[config.mk]
export PLATFORM = sky130hd
export DESIGN_NAME = tpfc_pwm_gen
export DESIGN_NICKNAME = d
export VERILOG_FILES = /design/src/rtl/tpfc_pkg.sv /design/src/rtl/tpfc_cfg_slot.sv /design/src/rtl/tpfc_cycle_timer.sv /design/src/rtl/tpfc_phase_follow.sv /design/src/rtl/tpfc_leg_window.sv /design/src/rtl/tpfc_pwm_gen.sv
export SDC_FILE = /design/constraint.sdc
export NUM_CORES = 1
export LEC_CHECK = 0
export ABC_AREA = 1
export BUFFER_PORTS_ARGS = -buffer_cell sky130_fd_sc_hd__buf_4
export CORE_ASPECT_RATIO = 0.5
export CORE_MARGIN = 2
export CORE_UTILIZATION = 59
export CTS_BUF_LIST = sky130_fd_sc_hd__clkbuf_8
export DETAILED_ROUTE_END_ITERATION = 12
export GPL_TIMING_DRIVEN = 0
export HOLD_SLACK_MARGIN = 0.08
export PLACE_DENSITY = 0.8
export SYNTH_ARGS = -nofsm -noshare
export SYNTH_HDL_FRONTEND = slang
export SYNTH_SLANG_ARGS = --single-unit
[constraint.sdc]
create_clock -name clk -period 4.9 [get_ports clk]
set_clock_uncertainty 0.2 [all_clocks]
set_input_delay 0.49 -clock clk [delete_from_list [all_inputs] [get_ports clk]]
set_output_delay 0.49 -clock clk [all_outputs]
set_load 0.02 [all_outputs]
[src/rtl/tpfc_pkg.sv]
package tpfc_pkg;
  typedef enum logic {POL_POS = 1'b0, POL_NEG = 1'b1} line_pol_e;

  typedef struct packed {
    logic main;
    logic rect;
  } leg_drv_t;
endpackage

[src/rtl/tpfc_cfg_slot.sv]
module tpfc_cfg_slot #(
  parameter int CNT_W = 14
) (
  input  logic             clk,
  input  logic             rst_n,
  input  logic             in_valid,
  output logic             in_ready,
  input  logic [CNT_W-1:0] in_per,
  input  logic [CNT_W-1:0] in_on,
  input  logic             take,
  output logic             held,
  output logic [CNT_W-1:0] out_per,
  output logic [CNT_W-1:0] out_on
);
  logic full;

  assign in_ready = !full;
  assign held     = full;

  always_ff @(posedge clk or negedge rst_n) begin
    if (!rst_n) begin
      full    <= 1'b0;
      out_per <= '0;
      out_on  <= '0;
    end else if (in_valid && !full) begin
      full    <= 1'b1;
      out_per <= in_per;
      out_on  <= in_on;
    end else if (take) begin
      full <= 1'b0;
    end
  end
endmodule

[src/rtl/tpfc_cycle_timer.sv]
module tpfc_cycle_timer
  import tpfc_pkg::*;
#(
  parameter int CNT_W   = 14,
  parameter int DT_W    = 8,
  parameter int PER_MIN = 1000,
  parameter int PER_MAX = 5000
) (
  input  logic             clk,
  input  logic             rst_n,
  input  logic             en,
  input  logic             pol_in,
  input  logic [DT_W-1:0]  dead_in,
  input  logic             slot_held,
  input  logic [CNT_W-1:0] slot_per,
  input  logic [CNT_W-1:0] slot_on,
  output logic             slot_take,
  output logic             run,
  output logic [CNT_W-1:0] cnt,
  output logic [CNT_W-1:0] half_m1,
  output logic [CNT_W-1:0] on_a,
  output logic [CNT_W-1:0] dt_a,
  output line_pol_e        pol_a,
  output logic             blank_now
);
  localparam int W2 = CNT_W + 1;
  localparam logic [CNT_W-1:0] PMIN_C = CNT_W'(PER_MIN);
  localparam logic [CNT_W-1:0] PMAX_C = CNT_W'(PER_MAX);

  logic [CNT_W-1:0] per_a, src_per, src_on, per_c, dt_c, lim, on_c;
  logic [W2-1:0]    two_dt;
  logic             blank_r, boundary, start;

  assign boundary  = run && (cnt == per_a - 1'b1);
  assign start     = en && (!run || boundary);
  assign slot_take = start && slot_held;
  assign half_m1   = (per_a >> 1) - 1'b1;
  assign blank_now = blank_r && (cnt < dt_a);

  always_comb begin
    src_per = slot_held ? slot_per : per_a;
    src_on  = slot_held ? slot_on : on_a;
    if (src_per < PMIN_C)      per_c = PMIN_C;
    else if (src_per > PMAX_C) per_c = PMAX_C;
    else                       per_c = src_per;
    dt_c   = (dead_in == '0) ? CNT_W'(1) : CNT_W'(dead_in);
    two_dt = {1'b0, dt_c} << 1;
    if (two_dt >= {1'b0, per_c}) lim = '0;
    else                         lim = per_c - two_dt[CNT_W-1:0];
    on_c   = (src_on > lim) ? lim : src_on;
  end

  always_ff @(posedge clk or negedge rst_n) begin
    if (!rst_n) begin
      run     <= 1'b0;
      cnt     <= '0;
      per_a   <= PMAX_C;
      on_a    <= '0;
      dt_a    <= CNT_W'(1);
      pol_a   <= POL_POS;
      blank_r <= 1'b0;
    end else if (!en) begin
      run     <= 1'b0;
      cnt     <= '0;
      blank_r <= 1'b0;
    end else if (start) begin
      run     <= 1'b1;
      cnt     <= '0;
      per_a   <= per_c;
      on_a    <= on_c;
      dt_a    <= dt_c;
      pol_a   <= line_pol_e'(pol_in);
      blank_r <= !run || (line_pol_e'(pol_in) != pol_a);
    end else begin
      cnt <= cnt + 1'b1;
    end
  end
endmodule

[src/rtl/tpfc_phase_follow.sv]
module tpfc_phase_follow #(
  parameter int CNT_W = 14
) (
  input  logic             clk,
  input  logic             rst_n,
  input  logic             en,
  input  logic             a_run,
  input  logic [CNT_W-1:0] a_cnt,
  input  logic [CNT_W-1:0] a_half_m1,
  input  logic [CNT_W-1:0] a_on,
  input  logic [CNT_W-1:0] a_dt,
  output logic             b_run,
  output logic [CNT_W-1:0] b_cnt,
  output logic [CNT_W-1:0] b_on,
  output logic [CNT_W-1:0] b_dt
);
  always_ff @(posedge clk or negedge rst_n) begin
    if (!rst_n) begin
      b_run <= 1'b0;
      b_cnt <= '0;
      b_on  <= '0;
      b_dt  <= CNT_W'(1);
    end else if (!en) begin
      b_run <= 1'b0;
      b_cnt <= '0;
    end else if (a_run && (a_cnt == a_half_m1)) begin
      b_run <= 1'b1;
      b_cnt <= '0;
      b_on  <= a_on;
      b_dt  <= a_dt;
    end else if (b_run) begin
      b_cnt <= b_cnt + 1'b1;
    end
  end
endmodule

[src/rtl/tpfc_leg_window.sv]
module tpfc_leg_window
  import tpfc_pkg::*;
#(
  parameter int CNT_W = 14
) (
  input  logic             active,
  input  logic [CNT_W-1:0] cnt,
  input  logic [CNT_W-1:0] on_cnt,
  input  logic [CNT_W-1:0] dt_cnt,
  output leg_drv_t         drv
);
  localparam int W2 = CNT_W + 1;

  logic [W2-1:0] c_w, main_end, rect_start;

  always_comb begin
    c_w        = {1'b0, cnt};
    main_end   = {1'b0, dt_cnt} + {1'b0, on_cnt};
    rect_start = {1'b0, on_cnt} + ({1'b0, dt_cnt} << 1);
    drv.main   = active && (cnt >= dt_cnt) && (c_w < main_end);
    drv.rect   = active && (c_w >= rect_start);
  end
endmodule

[src/rtl/tpfc_pwm_gen.sv]
module tpfc_pwm_gen
  import tpfc_pkg::*;
#(
  parameter int CNT_W   = 14,
  parameter int DT_W    = 8,
  parameter int PER_MIN = 1000,
  parameter int PER_MAX = 5000
) (
  input  logic             clk,
  input  logic             rst_n,
  input  logic             en,
  input  logic             pol_neg,
  input  logic [DT_W-1:0]  dead_cnt,
  input  logic             cfg_valid,
  output logic             cfg_ready,
  input  logic [CNT_W-1:0] cfg_period,
  input  logic [CNT_W-1:0] cfg_on,
  output logic [1:0]       fast_hi,
  output logic [1:0]       fast_lo,
  output logic             line_hi,
  output logic             line_lo
);
  localparam int NLEG = 2;

  logic             held, take, a_run, b_run, blank_now;
  logic [CNT_W-1:0] s_per, s_on, a_cnt, a_half_m1, a_on, a_dt;
  logic [CNT_W-1:0] b_cnt, b_on, b_dt;
  line_pol_e        pol_a;

  logic             act_l [NLEG];
  logic [CNT_W-1:0] cnt_l [NLEG];
  logic [CNT_W-1:0] on_l  [NLEG];
  logic [CNT_W-1:0] dt_l  [NLEG];
  leg_drv_t         drv_l [NLEG];

  tpfc_cfg_slot #(.CNT_W(CNT_W)) u_slot (
    .clk(clk), .rst_n(rst_n), .in_valid(cfg_valid), .in_ready(cfg_ready),
    .in_per(cfg_period), .in_on(cfg_on), .take(take), .held(held),
    .out_per(s_per), .out_on(s_on)
  );

  tpfc_cycle_timer #(.CNT_W(CNT_W), .DT_W(DT_W), .PER_MIN(PER_MIN),
                     .PER_MAX(PER_MAX)) u_timer (
    .clk(clk), .rst_n(rst_n), .en(en), .pol_in(pol_neg), .dead_in(dead_cnt),
    .slot_held(held), .slot_per(s_per), .slot_on(s_on), .slot_take(take),
    .run(a_run), .cnt(a_cnt), .half_m1(a_half_m1), .on_a(a_on), .dt_a(a_dt),
    .pol_a(pol_a), .blank_now(blank_now)
  );

  tpfc_phase_follow #(.CNT_W(CNT_W)) u_follow (
    .clk(clk), .rst_n(rst_n), .en(en), .a_run(a_run), .a_cnt(a_cnt),
    .a_half_m1(a_half_m1), .a_on(a_on), .a_dt(a_dt),
    .b_run(b_run), .b_cnt(b_cnt), .b_on(b_on), .b_dt(b_dt)
  );

  assign act_l[0] = a_run;
  assign cnt_l[0] = a_cnt;
  assign on_l[0]  = a_on;
  assign dt_l[0]  = a_dt;
  assign act_l[1] = b_run;
  assign cnt_l[1] = b_cnt;
  assign on_l[1]  = b_on;
  assign dt_l[1]  = b_dt;

  for (genvar gi = 0; gi < NLEG; gi++) begin : g_leg
    tpfc_leg_window #(.CNT_W(CNT_W)) u_win (
      .active(act_l[gi]), .cnt(cnt_l[gi]), .on_cnt(on_l[gi]),
      .dt_cnt(dt_l[gi]), .drv(drv_l[gi])
    );
  end

  always_ff @(posedge clk or negedge rst_n) begin
    if (!rst_n) begin
      fast_hi <= '0;
      fast_lo <= '0;
      line_hi <= 1'b0;
      line_lo <= 1'b0;
    end else if (!en) begin
      fast_hi <= '0;
      fast_lo <= '0;
      line_hi <= 1'b0;
      line_lo <= 1'b0;
    end else begin
      for (int i = 0; i < NLEG; i++) begin
        fast_hi[i] <= !blank_now &&
                      ((pol_a == POL_NEG) ? drv_l[i].main : drv_l[i].rect);
        fast_lo[i] <= !blank_now &&
                      ((pol_a == POL_NEG) ? drv_l[i].rect : drv_l[i].main);
      end
      line_hi <= a_run && !blank_now && (pol_a == POL_NEG);
      line_lo <= a_run && !blank_now && (pol_a == POL_POS);
    end
  end
endmodule

==> results of run 1 <==
==> cells in the mapped netlist (all sizes together) (3+ instances only) <==
master    n  share of area, %
o211ai   17               1.2
nand2   339                12
nand3    59               2.8
o21ai    87               4.1
mux2     16               1.7
o21bai    4              0.28
xor2     68               5.6
nor2    145               5.5
nor4      3              0.18
a21oi    97               4.5
xnor2    32               2.6
or2       9              0.53
clkbuf   14              0.49
fa        5              0.94
ha      130                15
nand3b    5              0.35
o21a      3              0.21
nand4    18               1.1
inv     175               6.2
nor3     25               1.6
dfrtp   118                28
dfstp     7               1.7
buf      28               1.9
==> layout make-up <==
type	instances	area, um^2	share of cell area, %
Multi-Input combinational cell	1081	6753	55.24
Sequential cell	125	3138	25.67
Timing Repair Buffer	79	684.4	5.599
Inverter	177	666.9	5.455
Tap cell	234	292.8	2.395
Buffer	39	250.2	2.047
Clock buffer	18	247.7	2.027
Clock inverter	14	191.4	1.566
==> metal layers <==
layer	global-route usage, %	part of all wire, %
met1	41.34	45
met2	50.53	46
met3	4.849	6.3
met4	10.49	2.6
met5	0	0
==> cells by family after synthesis <==
kind of cell	after synthesis
compound gates	222
xor+xnor	100
fa+ha+maj	135
buf+inv	219
flops	125
mux	17
other cells	1
simple gates	606
==> per-stage QoR <==
step	hold slack [ps]	cell area [um^2]	cells
global placement	277.1	11320	1706
CTS	82.15	12080	1766
global route	97.10	12220	1767
detailed placement	196.4	11350	1707
floorplan	-5.591	10680	1425
finish	90.75	12220	1767
==> worst max-delay path: cells and delay by family, from the launching register on <==
family	cells	cell delay (ps)
buffers and inverters	7	730
AO/OA/AOI/OAI	4	520
AND/OR/NAND/NOR	18	1960
flip-flops	1	380
adder cells (fa/ha/maj)	3	760
==> worst min path at each step <==
stage	endpoint	cells after the start
after floorplan	fast_hi[0]$_DFF_PN0_	0
after CTS	u_slot.out_per[4]$_DFFE_PN0P_	3
final	u_slot.out_per[5]$_DFFE_PN0P_	3
after global placement	u_timer.blank_r$_DFFE_PN0P_	2
after global routing	u_timer.run$_DFFE_PN0P_	2
after detailed placement	fast_lo[1]$_DFF_PN0_	1
==> power by group <==
part	total, W	internal, W	switching [W]
combinational	0.00332	0.00129	0.00204
sequential	0.00150	0.00125	0.000250
clock	0.00103	0.000568	0.000458
total	0.00584	0.00310	0.00274
==> registers in the layout (all words and copies together), names as in the netlist, 2 cells and up <==
signal          count
u_slot.out_on      14
u_follow.b_cnt     14
u_timer.cnt        14
u_timer.on_a       14
u_follow.b_dt       8
fast_lo             2
u_follow.b_on      14
u_timer.per_a      14
u_slot.out_per     14
fast_hi             2
u_timer.dt_a        8
==> what timing repair did <==
action / in CTS / in global routing
setup buffers: 1 / 3
hold endpoints to repair: 57 / 0
setup endpoints to repair: 11 / 14
pin swaps: 1 / 3
hold buffers: 27 / 0
gates resized for setup: 10 / 32
==> flow_metrics.tcl, run 1 <==
set metrics [dict create \
    status "completed" \
    cp_slowest_cell "dfrtp_1" \
    worst_setup_path_end_kind "register" \
    drt-wirelength-per-cell_um 16.10 \
    netlist_instances 1425 \
    fmax_ghz 0.2127 \
    cp-start-kind "register" \
    gp_congestion 1.019 \
    crit_required_ps 5040 \
    ios 48 \
    grt_pass1_vias 9534 \
    yosys.area_share.simple_pct 24.39 \
    layout_commonest_cell "nand2_1" \
    startpoint "u_slot.held$_DFFE_PN0P_" \
    hp-class "primary input to register" \
    tightest_slew_ps 629.1 \
    finalPower_w 0.005845 \
    vdd_drop_max_v 0.0003437 \
    synth-async-reset-ratio_pct 100.0 \
    drtIter0Drc 636 \
    drt-total-wl_mm 28.45 \
    p_per_area_nw_per_um2 478.1 \
    timing.rr.start "u_slot.held$_DFFE_PN0P_" \
    first_pass_iters 5 \
    hold_viol_final 0 \
    clockBufferDepth 2 \
    grt_max_degree 95 \
    syn_to_final_growth_pct 14.50 \
    path_max_fanout 10 \
    overflow 0 \
    htreeDepth 4 \
    drv_cap 0 \
    netlist_area_um2 10680 \
    r2r_cells 32 \
    crit_path_end "u_timer.on_a[12]$_DFFE_PN0P_" \
    grt_usage_pct 30.54 \
    cts_tree "built" \
    synth_top_family_by_area "simple AND/OR/NAND/NOR gates" \
    min_period_ps 4701 \
    clock_latency_ps 470 \
    clock-sinks 125 \
    leakagePower_nw 6.063 \
    dieWidth_um 194.2 \
    antenna_found_initial 0 \
    post-place-ws_ps -398.4 \
    arrival_ps 4840 \
    remaining_drc_errors 0 \
    rrSetupSlack_ps 200 \
    tns_ps 0 \
    drive_gt1_share_pct 12.46 \
    vias_per_cell 5.593 \
    synth_fa_ha_area_share_pct 16.17 \
    synth.area.mux_share_pct 1.781 \
    maxSlewHeadroom_pct 58.06 \
    start_util_pct 60.92 \
    synth_edf_count 0 \
    synth-xor-area-share_pct 8.203 \
    yosysUniqueCellTypes 54 \
    most-common-layout-cells "nand2_1, inv_1, nor2_1, ha_1, dfrtp_1" \
    fin_util_pct 69.75 \
    synthFlopType "dfrtp_1" \
    seq_area_frac_synth_pct 29.38 \
    diodes 0 \
    synth_fp_nets 1601 \
    ys_seq_elements 125 \
    yosysWarnings 0 \
    clkSlewWorstSetupHoldPaths_ps 80 \
    path_class "register to register" \
    fillCellCount 1431 \
    nNetsFinal 1696 \
    period_share_pct 95.94 \
    clock-root-buffer "clkbuf_8" \
    die_h_um 99.12 \
    postRouteAntennaNets 0 \
    postSynthAreaPerCell_um2 7.492 \
    num_rows 34 \
    grt_pass1_wl_mm 46.80 \
    die-area_um2 19250 \
    hp-start "cfg_period[5]" \
    slowest_delay_ps 380 \
    report.final.setup_viol 0 \
    via_count 9883 \
    core_area_um2 17530 \
    r2r_end "u_timer.on_a[12]$_DFFE_PN0P_" \
    place_hpwl_mm 22.32 \
    cp_common_cell "nand2_1" \
    maxSlewViolCount 0 \
    synth_compound_area_share_pct 11.43 \
    final.setup.worst_slack_ps 198.8 \
    cts_made_buffers 17 \
    port_buffers 47 \
]
Power figures use the tool's default switching activity.
==> inputs of run 2 (changes only) <==
--- a/config.mk
+++ b/config.mk
@@ -10,7 +10,7 @@
 export CORE_ASPECT_RATIO = 0.5
 export CORE_MARGIN = 2
 export CORE_UTILIZATION = 59
-export CTS_BUF_LIST = sky130_fd_sc_hd__clkbuf_8
+export CTS_BUF_LIST = sky130_fd_sc_hd__clkbuf_4 sky130_fd_sc_hd__clkbuf_8 sky130_fd_sc_hd__clkbuf_16
 export DETAILED_ROUTE_END_ITERATION = 12
 export GPL_TIMING_DRIVEN = 0
 export HOLD_SLACK_MARGIN = 0.08
==> flow_metrics.tcl, run 2 (synthesis gave the netlist of run 1 again) <==
set metrics [dict create \
    status "completed" \
    cts_made_buffers 17 \
    hold_viol_final 0 \
    grt_usage_pct 30.79 \
    dieWidth_um 194.2 \
    r2r_cells 29 \
    clkSlewWorstSetupHoldPaths_ps 60 \
    grt_pass1_wl_mm 47.09 \
    path_max_fanout 8 \
    syn_to_final_growth_pct 14.78 \
    final.setup.worst_slack_ps 74.76 \
    die-area_um2 19250 \
    leakagePower_nw 6.071 \
    r2r_end "u_timer.on_a[8]$_DFFE_PN0P_" \
    clock-sinks 125 \
    gp_congestion 1.019 \
    crit_required_ps 5000 \
    maxSlewHeadroom_pct 59.83 \
    port_buffers 47 \
    rrSetupSlack_ps 70 \
    hp-class "primary input to register" \
    report.final.setup_viol 0 \
    cts_tree "built" \
    diodes 0 \
    most-common-layout-cells "nand2_1, inv_1, nor2_1, ha_1, dfrtp_1" \
    first_pass_iters 5 \
    clock-root-buffer "clkbuf_16" \
    cp-start-kind "register" \
    postRouteAntennaNets 0 \
    arrival_ps 4920 \
    timing.rr.start "u_slot.held$_DFFE_PN0P_" \
    place_hpwl_mm 22.32 \
    drt-wirelength-per-cell_um 16.66 \
    fmax_ghz 0.2072 \
    grt_max_degree 95 \
    cp_common_cell "nand2_1" \
    nNetsFinal 1675 \
    path_class "register to register" \
    worst_setup_path_end_kind "register" \
    slowest_delay_ps 370 \
    multi_input_area_um2 6807 \
    cp_slowest_cell "dfrtp_1" \
    clock_latency_ps 420 \
    whs_ps 96.38 \
    period_share_pct 98.47 \
    fillCellCount 1429 \
    tightest_slew_ps 602.5 \
    dpl-instance-area_um2 11350 \
    htreeDepth 4 \
    drtIter0Drc 706 \
    post-place-ws_ps -398.4 \
    drv_cap 0 \
    drt-total-wl_mm 29.09 \
    finalInstanceArea_um2 12250 \
    core_area_um2 17530 \
    via_count 9905 \
    grt_pass1_vias 9556 \
    crit_path_end "u_timer.on_a[8]$_DFFE_PN0P_" \
    min_period_ps 4825 \
    vdd_drop_max_v 0.0003491 \
    vias_per_cell 5.673 \
    p_per_area_nw_per_um2 516.3 \
    antenna_found_initial 0 \
    overflow 0 \
    start_util_pct 60.92 \
    fin_util_pct 69.92 \
    tns_ps 0 \
    seq_area_um2 3138 \
    layout_commonest_cell "nand2_1" \
    ios 48 \
    startpoint "u_slot.held$_DFFE_PN0P_" \
    num_rows 34 \
    die_h_um 99.12 \
    clockBufferDepth 2 \
    maxSlewViolCount 0 \
    remaining_drc_errors 0 \
    drive_gt1_share_pct 13.69 \
]
run 2: cell types whose count changed in the layout (fill, tap and decap cells not counted), sizes merged:
cell | previous run | this run
buf | 78 | 85
dlygate4sd3 | 27 | 1
clkbuf | 31 | 29
run 2: power by group:
group / switching, W / internal [W] / total (W)
registers: 0.000249 / 0.00125 / 0.00150
logic: 0.00212 / 0.00135 / 0.00347
clock network: 0.000492 / 0.000865 / 0.00136
run 2: layout make-up:
type                       count  area share, %
buffer                        39          2.103
clock buffer                  18          3.584
clock inverter                14          1.562
inverter                     177          5.442
multi-input combinational   1081          55.54
sequential                   125          25.61
tap                          234          2.389
timing repair buffer          58          3.768
run 2: per-stage QoR:
stage | std cells | total power (W)
after floorplan | 1425 | 0.003761
after global placement | 1706 | 0.004399
after detailed placement | 1707 | 0.004528
after CTS | 1742 | 0.005987
after global routing | 1746 | 0.006821
final | 1746 | 0.006327
run 2: repair_timing:
item / in CTS / in global routing
pin swaps: 1 / 7
buffers inserted: 3 / 6
gates resized for setup: 10 / 50
hold buffers: 1 / 0
endpoints found under the hold margin: 31 / 0
endpoints found under the setup margin: 12 / 14
run 2: critical path: cells and delay by family (launching register included):
kind	cells	cell delay, ps
flops	1	370
compound gates	5	640
fa+ha+maj	3	730
simple gates	15	2010
buf+inv	6	750
run 2: how the worst min path moves through the flow:
stage | startpoint | to | slack, ps | depth (start not counted)
after floorplan | rst_n | fast_hi[0]$_DFF_PN0_ | -6 | 0
after global placement | u_timer.blank_r$_DFFE_PN0P_ | u_timer.blank_r$_DFFE_PN0P_ | 280 | 2
after detailed placement | rst_n | fast_lo[1]$_DFF_PN0_ | 200 | 1
after CTS | cfg_period[12] | u_slot.out_per[12]$_DFFE_PN0P_ | 90 | 2
after global routing | cfg_period[3] | u_slot.out_per[3]$_DFFE_PN0P_ | 90 | 2
final | cfg_period[3] | u_slot.out_per[3]$_DFFE_PN0P_ | 100 | 2
run 2: layer usage:
layer	part of all wire, %	wire length, um	vias to the layer above	GRT usage, %
met2	46	13360	368	51.03
met3	6.9	2012	64	5.765
met1	45	12950	4657	41.33
met5	0	0	-	0
met4	2.6	770	0	9.848
li1	-	-	4816	-
